[src/rtl/dfm_pkg.sv]
package dfm_pkg;

    typedef logic [3:0] digit_t;

    typedef enum logic [2:0] {
        ST_IDLE,
        ST_COPY,
        ST_CLEAR,
        ST_MUL,
        ST_CARRY
    } state_e;

    typedef struct packed {
        digit_t carry;
        digit_t sum;
    } mac_t;

    // p + a*d + c never exceeds 99, so both halves of the result are BCD
    function automatic mac_t digit_mac(digit_t p, digit_t a, digit_t d, digit_t c);
        logic [6:0] s;
        mac_t r;
        s       = 7'(p) + 7'(a) * 7'(d) + 7'(c);
        r.sum   = digit_t'(s % 7'd10);
        r.carry = digit_t'(s / 7'd10);
        return r;
    endfunction

endpackage

[src/rtl/dfm_digit_mem.sv]
module dfm_digit_mem
    import dfm_pkg::*;
#(
    parameter int DEPTH = 64,
    parameter int NRD   = 3,
    localparam int AW   = $clog2(DEPTH)
) (
    input  logic                    clk,
    input  logic                    rst,
    input  logic                    we,
    input  logic [AW-1:0]           waddr,
    input  digit_t                  wdata,
    input  logic [NRD-1:0][AW-1:0]  raddr,
    output digit_t [NRD-1:0]        rdata
);

    digit_t cells [DEPTH];

    always_ff @(posedge clk) begin
        if (rst) begin
            for (int k = 0; k < DEPTH; k++) cells[k] <= '0;
        end else if (we) begin
            cells[waddr] <= wdata;
        end
    end

    for (genvar g = 0; g < NRD; g++) begin : g_rd
        assign rdata[g] = cells[raddr[g]];
    end

endmodule

[src/rtl/dfm_mac.sv]
module dfm_mac
    import dfm_pkg::*;
(
    input  digit_t p,
    input  digit_t a,
    input  digit_t d,
    input  digit_t c,
    output mac_t   res
);

    always_comb res = digit_mac(p, a, d, c);

endmodule

[src/rtl/dfm_ctrl.sv]
module dfm_ctrl
    import dfm_pkg::*;
#(
    parameter int AW      = 6,
    parameter int MAX_LEN = 10,
    localparam int LW     = $clog2(MAX_LEN + 1),
    localparam int PW     = $clog2(2 * MAX_LEN + 1)
) (
    input  logic          clk,
    input  logic          rst,
    input  logic          start,
    input  logic [AW-1:0] a_addr,
    input  logic [LW-1:0] a_len,
    input  logic [AW-1:0] b_addr,
    input  logic [LW-1:0] b_len,
    input  digit_t        rd_a,
    input  digit_t        rd_p,
    input  mac_t          mac_res,
    output logic [AW-1:0] ra_a,
    output logic [AW-1:0] ra_p,
    output digit_t        mac_p,
    output digit_t        mac_a,
    output digit_t        mac_d,
    output digit_t        mac_c,
    output logic          eng_we,
    output logic [AW-1:0] eng_addr,
    output digit_t        eng_wdata,
    output logic          busy,
    output logic          done
);

    state_e        st;
    logic [AW-1:0] a_base, b_base, pa;
    logic [LW-1:0] la, lb, i, j;
    logic [PW-1:0] cnt, plen;
    digit_t        carry;
    digit_t        mb [MAX_LEN];
    logic          done_q;

    assign plen = PW'(la) + PW'(lb);
    assign busy = (st != ST_IDLE);
    assign done = done_q;

    assign ra_a  = a_base + AW'(i);
    assign ra_p  = (st == ST_COPY) ? b_base + AW'(cnt) : pa;
    assign mac_p = rd_p;
    assign mac_a = (st == ST_MUL) ? rd_a : '0;
    assign mac_d = mb[j];
    assign mac_c = carry;

    always_comb begin
        eng_we    = (st == ST_CLEAR) || (st == ST_MUL) || (st == ST_CARRY && carry != '0);
        eng_addr  = (st == ST_CLEAR) ? b_base + AW'(cnt) : pa;
        eng_wdata = (st == ST_CLEAR) ? '0 : mac_res.sum;
    end

    always_ff @(posedge clk) begin
        if (rst) begin
            st     <= ST_IDLE;
            a_base <= '0;
            b_base <= '0;
            pa     <= '0;
            la     <= '0;
            lb     <= '0;
            i      <= '0;
            j      <= '0;
            cnt    <= '0;
            carry  <= '0;
            done_q <= 1'b0;
            for (int k = 0; k < MAX_LEN; k++) mb[k] <= '0;
        end else begin
            done_q <= 1'b0;
            case (st)
                ST_IDLE: if (start) begin
                    a_base <= a_addr;
                    b_base <= b_addr;
                    la     <= a_len;
                    lb     <= b_len;
                    cnt    <= '0;
                    st     <= ST_COPY;
                end
                ST_COPY: begin
                    mb[cnt[LW-1:0]] <= rd_p;
                    if (cnt == PW'(lb) - PW'(1)) begin
                        cnt <= '0;
                        st  <= ST_CLEAR;
                    end else begin
                        cnt <= cnt + PW'(1);
                    end
                end
                ST_CLEAR: begin
                    if (cnt == plen - PW'(1)) begin
                        j     <= lb - LW'(1);
                        i     <= la - LW'(1);
                        pa    <= b_base + AW'(plen) - AW'(1);
                        carry <= '0;
                        st    <= ST_MUL;
                    end else begin
                        cnt <= cnt + PW'(1);
                    end
                end
                ST_MUL: begin
                    carry <= mac_res.carry;
                    pa    <= pa - AW'(1);
                    if (i == '0) st <= ST_CARRY;
                    else         i  <= i - LW'(1);
                end
                ST_CARRY: begin
                    if (carry != '0) begin
                        carry <= mac_res.carry;
                        pa    <= pa - AW'(1);
                    end else if (j == '0) begin
                        st     <= ST_IDLE;
                        done_q <= 1'b1;
                    end else begin
                        j  <= j - LW'(1);
                        i  <= la - LW'(1);
                        pa <= b_base + AW'(la) + AW'(j) - AW'(1);
                        st <= ST_MUL;
                    end
                end
                default: st <= ST_IDLE;
            endcase
        end
    end

endmodule

[src/rtl/dfm_top.sv]
module dfm_top
    import dfm_pkg::*;
#(
    parameter int MEM_DEPTH = 64,
    parameter int MAX_LEN   = 10
) (
    input  logic                          clk,
    input  logic                          rst,
    input  logic                          start,
    input  logic [$clog2(MEM_DEPTH)-1:0]  a_addr,
    input  logic [$clog2(MAX_LEN+1)-1:0]  a_len,
    input  logic [$clog2(MEM_DEPTH)-1:0]  b_addr,
    input  logic [$clog2(MAX_LEN+1)-1:0]  b_len,
    output logic                          busy,
    output logic                          done,
    input  logic                          wr_en,
    input  logic [$clog2(MEM_DEPTH)-1:0]  wr_addr,
    input  logic [3:0]                    wr_digit,
    input  logic [$clog2(MEM_DEPTH)-1:0]  rd_addr,
    output logic [3:0]                    rd_digit
);

    localparam int AW = $clog2(MEM_DEPTH);

    logic [AW-1:0]       ra_a, ra_p, eng_addr, mem_waddr;
    logic [2:0][AW-1:0]  raddr;
    digit_t [2:0]        rdata;
    digit_t              mac_p, mac_a, mac_d, mac_c, eng_wdata, mem_wdata;
    mac_t                mac_res;
    logic                eng_we, mem_we;

    assign mem_we    = busy ? eng_we    : wr_en;
    assign mem_waddr = busy ? eng_addr  : wr_addr;
    assign mem_wdata = busy ? eng_wdata : wr_digit;
    assign raddr     = {ra_p, ra_a, rd_addr};
    assign rd_digit  = rdata[0];

    dfm_digit_mem #(.DEPTH(MEM_DEPTH), .NRD(3)) u_mem (
        .clk(clk), .rst(rst), .we(mem_we), .waddr(mem_waddr),
        .wdata(mem_wdata), .raddr(raddr), .rdata(rdata)
    );

    dfm_mac u_mac (
        .p(mac_p), .a(mac_a), .d(mac_d), .c(mac_c), .res(mac_res)
    );

    dfm_ctrl #(.AW(AW), .MAX_LEN(MAX_LEN)) u_ctrl (
        .clk(clk), .rst(rst), .start(start),
        .a_addr(a_addr), .a_len(a_len), .b_addr(b_addr), .b_len(b_len),
        .rd_a(rdata[1]), .rd_p(rdata[2]), .mac_res(mac_res),
        .ra_a(ra_a), .ra_p(ra_p),
        .mac_p(mac_p), .mac_a(mac_a), .mac_d(mac_d), .mac_c(mac_c),
        .eng_we(eng_we), .eng_addr(eng_addr), .eng_wdata(eng_wdata),
        .busy(busy), .done(done)
    );

endmodule

[config.mk]
export PLATFORM = sky130hd
export DESIGN_NAME = dfm_top
export DESIGN_NICKNAME = d
export VERILOG_FILES = /design/src/rtl/dfm_pkg.sv /design/src/rtl/dfm_digit_mem.sv /design/src/rtl/dfm_mac.sv /design/src/rtl/dfm_ctrl.sv /design/src/rtl/dfm_top.sv
export SDC_FILE = /design/constraint.sdc
export NUM_CORES = 1
export LEC_CHECK = 0
export CELL_PAD_IN_SITES_DETAIL_PLACEMENT = 0
export CELL_PAD_IN_SITES_GLOBAL_PLACEMENT = 2
export CORE_MARGIN = 3
export CORE_UTILIZATION = 45
export DETAILED_ROUTE_END_ITERATION = 8
export GPL_TIMING_DRIVEN = 0
export PLACE_DENSITY_LB_ADDON = 0.1
export SYNTH_ARGS = -nofsm -noshare
export SYNTH_HDL_FRONTEND = slang
export SYNTH_SLANG_ARGS = --single-unit
[constraint.sdc]
create_clock -name clk -period 10.63 [get_ports clk]
set_clock_uncertainty 0.15 [all_clocks]
set_input_delay 1.063 -clock clk [delete_from_list [all_inputs] [get_ports clk]]
set_output_delay 1.063 -clock clk [all_outputs]
set_load 0.03 [all_outputs]
==> results.yml <==
run_status:
  status: "complete, no violations"
sta:
  fin_setup_tns_ps: 0
  slew_viol_final: 0
  slew_headroom_pct: 3.23
  hold_viol: 0
  fmax_mhz: 97.1
  rsz0062_at_grt: "no"
  period_needed_ps: 10290
  worst_slack_ps: 336
  finalSetupViolCount: 0
  worstMarginPinSlew_ps: 1450
  finalCritPeriodShare_pct: 96.8
grt:
  grt_max_degree: 14
  track_usage_pct: 30.2
  first_global_vias: 17147
  overflow: 0
  grt_pass1_wl_mm: 117
  antenna_found_initial: 4
power_and_ir_drop:
  p_switching_uw: 2950
  p_sw_share_pct: 43.2
  combinationalPowerShare_pct: 53.0
  p_clk_share_pct: 20.5
  power.density_nw_per_um2: 260
  peakVddDrop_mv: 0.125
  p_int_uw: 3880
  leakagePower_uw: 0.00954
  sequentialPowerShare_pct: 26.5
  p_total_uw: 6830
floorplan:
  row_count: 82
  chipHeight_um: 233
  core_um2: 50600
  floorplan.die_area_um2: 54500
  pin_count: 46
  start_util_pct: 46.0
  die_w_um: 233
yosys:
  ys_seq_area_share_pct: 45.7
  synth_ff_type: "edfxtp_1"
  synthArstFlopShare_pct: 0
  synth-edff-count: 320
  ys_ff_latch: 371
  synth_area_leaders: "edfxtp_1, mux4_2, nor2_1"
  syn_inst: 1925
  synth_top_area_share_pct: 41.3
  synth_top_area_cell: "edfxtp_1"
  synth_nets: 2035
  syn_area_um2: 23300
  avgSynthCellArea_um2: 12.1
  yosysWarnings: 0
  synth.distinct_cells: 67
flow_run:
  drv_cap: 0
placement:
  pre_cts_slack_ps: -1730
  hpwl_mm: 62.3
  port_buffers: 40
  globalplace.congestion: 0.980
final_layout:
  antenna_cells: 0
  post-route-util_pct: 51.9
  syn2layout_area_growth_pct: 12.8
  nets: 2137
  drive_above_1_share_pct: 20.6
  num-fill-cells: 4443
critical_path:
  critical-path-slowest-cell: "fa_2"
  end_kind: "flop"
  startpoint_type: "flop"
  crit_required_ps: 10800
  path_common_cell: "fa_1"
  crit_type: "flop to flop"
  reg2reg_depth: 35
  slowest_delay_ps: 630
  r2r_start: "u_ctrl.i[0]"
  critPathMaxFanout: 10
  r2r_slack_ps: 340
  crit_arrival_ps: 10460
  r2r_end: "u_mem.cells[22][2]"
clock_tree:
  cts_hold_repair.buffers: 0
  clkSlewWorstSetupHoldPaths_ps: 60
  clk_latency_ps: 570
  cts_buffers: 42
  root_buffer: "clkbuf_16"
  h-tree-depth: 2
  cts_tree: "built"
  cts_sinks: 371
  cts_buffer_depth: 3
min_path:
  hold_depth: 2
  min_from: "u_ctrl.a_base[0]"
  hp-class: "flop to flop"
  min_to: "u_ctrl.a_base[0]"
detailed_routing:
  wl_per_cell_um: 29.8
  final_antenna_net_count: 0
  viasPerCell: 6.43
  totalWireLength_mm: 81.4
  first_pass_iters: 5
  drcViolationCount: 0
  first_iter_violations: 2253
  vias: 17545
registers in the layout, summed over array words and instances (netlist names), 5 cells and up, named ones only:
register and cells:
u_ctrl.mb 64, u_ctrl.cnt 5, u_ctrl.b_base 6, u_ctrl.pa 6
u_ctrl.a_base 6, u_mem.cells 256
what timing repair did:
| action | 4_1_cts | 5_1_grt |
|---|---|---|
| resized for setup | 58 | 65 |
| pin swaps | 3 | 1 |
| endpoints found under the hold margin | 0 | 0 |
| setup endpoints to repair | 193 | 188 |
| buffers inserted | 3 | 5 |
Yosys cell counts (all sizes together), types with 3 or more instances:
| master | number |
|---|---|
| inv | 73 |
| a211oi | 20 |
| buf | 49 |
| edfxtp | 320 |
| xor2 | 19 |
| nand3 | 17 |
| clkbuf | 77 |
| xnor2 | 26 |
| mux2i | 50 |
| ha | 51 |
| nor2 | 382 |
| fa | 19 |
| and2 | 5 |
| a21o | 15 |
| nor2b | 13 |
| and3 | 6 |
| nand2 | 251 |
| o21ai | 39 |
| nand2b | 9 |
| nor4 | 7 |
| o22ai | 3 |
| o221ai | 3 |
| dfxtp | 51 |
| a221oi | 3 |
| or3 | 4 |
| a2bb2oi | 3 |
| mux4 | 235 |
| a31oi | 5 |
| nor3 | 14 |
| a21oi | 69 |
| a22oi | 8 |
| mux2 | 25 |
| o211ai | 18 |
| or2 | 7 |
power by group through the flow:
stage / Sequential, µW / Clock (µW) / Combinational [µW]
detailed placement: 1840 / 0 / 3440
floorplan: 1780 / 0 / 2270
finish: 1810 / 1400 / 3620
global placement: 1830 / 0 / 3400
global route: 1820 / 1480 / 3820
CTS: 1810 / 1420 / 3520
worst max-delay path, delay by kind of cell, from the launching register on:
kind                     cells  cell delay (ps)
AND/OR/NAND/NOR              5              630
adder cells (fa/ha/maj)      7             3160
multiplexers                 4             1440
flip-flops                   1              340
buffers and inverters        6             1520
AO/OA/AOI/OAI               13             2730
layout make-up:
cell class	count	area [µm²]	area share (%)
plain buffers	125	698	2.66
clock buffers	47	1070	4.08
clock inverters	25	228	0.867
inverters	74	278	1.06
multi-input cells	1354	11900	45.2
flip-flops and latches	371	10600	40.5
well taps	672	841	3.20
repair buffers	59	642	2.45
how the worst max path moves through the flow:
stage                       from            endpoint  slack (ps)  cells after the start
floorplan            u_ctrl.i[0]  u_mem.cells[48][1]        1390                     37
global placement    u_ctrl.st[2]   u_mem.cells[4][3]       -1580                     37
detailed placement  u_ctrl.st[2]  u_mem.cells[62][2]       -1730                     41
CTS                 u_ctrl.st[1]   u_mem.cells[5][2]          10                     41
global route        u_ctrl.st[2]  u_mem.cells[12][3]         0.8                     39
finish               u_ctrl.i[0]  u_mem.cells[22][2]         340                     35
through the flow:
step	hold WS (ps)	instance area, µm²	cells
after floorplan	290	23300	1925
after global placement	326	24500	2637
after detailed placement	327	24700	2648
after CTS	335	26100	2722
after global routing	356	26300	2727
final	332	26300	2727
per-layer routing:
layer	GRT usage (%)	up-vias	routed length [µm]
met5	0	-	27
met4	9.22	4	2640
met3	7.38	163	8630
met2	45.0	1077	35600
met1	44.1	8893	34500
li1	-	7408	-
cell families (layout without fill, tap and decap cells):
group                      after synthesis  after routing  synth area share [%]
AOI/OAI and AO/OA                      205            205                  5.82
and+or+nand+nor                        724            724                  12.6
buffers and inverters                  200            330                  3.72
adders and majority gates               70             70                  4.37
muxes                                  310            310                  26.1
DFF                                    371            371                  45.7
xor gates and xnor gates                45             45                  1.73
cell usage in the layout, fill, tap and decap left out, drive strengths merged, types with 7 or more instances in the layout:
cell type and count:
a211oi 20, a21o 15, a21oi 69, a22oi 8, buf 70, clkbuf 121, clkdlybuf4s50 40, clkinv 17
dfxtp 51, edfxtp 320, fa 19, ha 51, inv 76, mux2 25, mux2i 50, mux4 235
nand2 251, nand2b 9, nand3 17, nor2 382, nor2b 13, nor3 14, nor4 7, o211ai 18
o21ai 39, or2 7, xnor2 26, xor2 19
(Power assumes the default switching activity.)
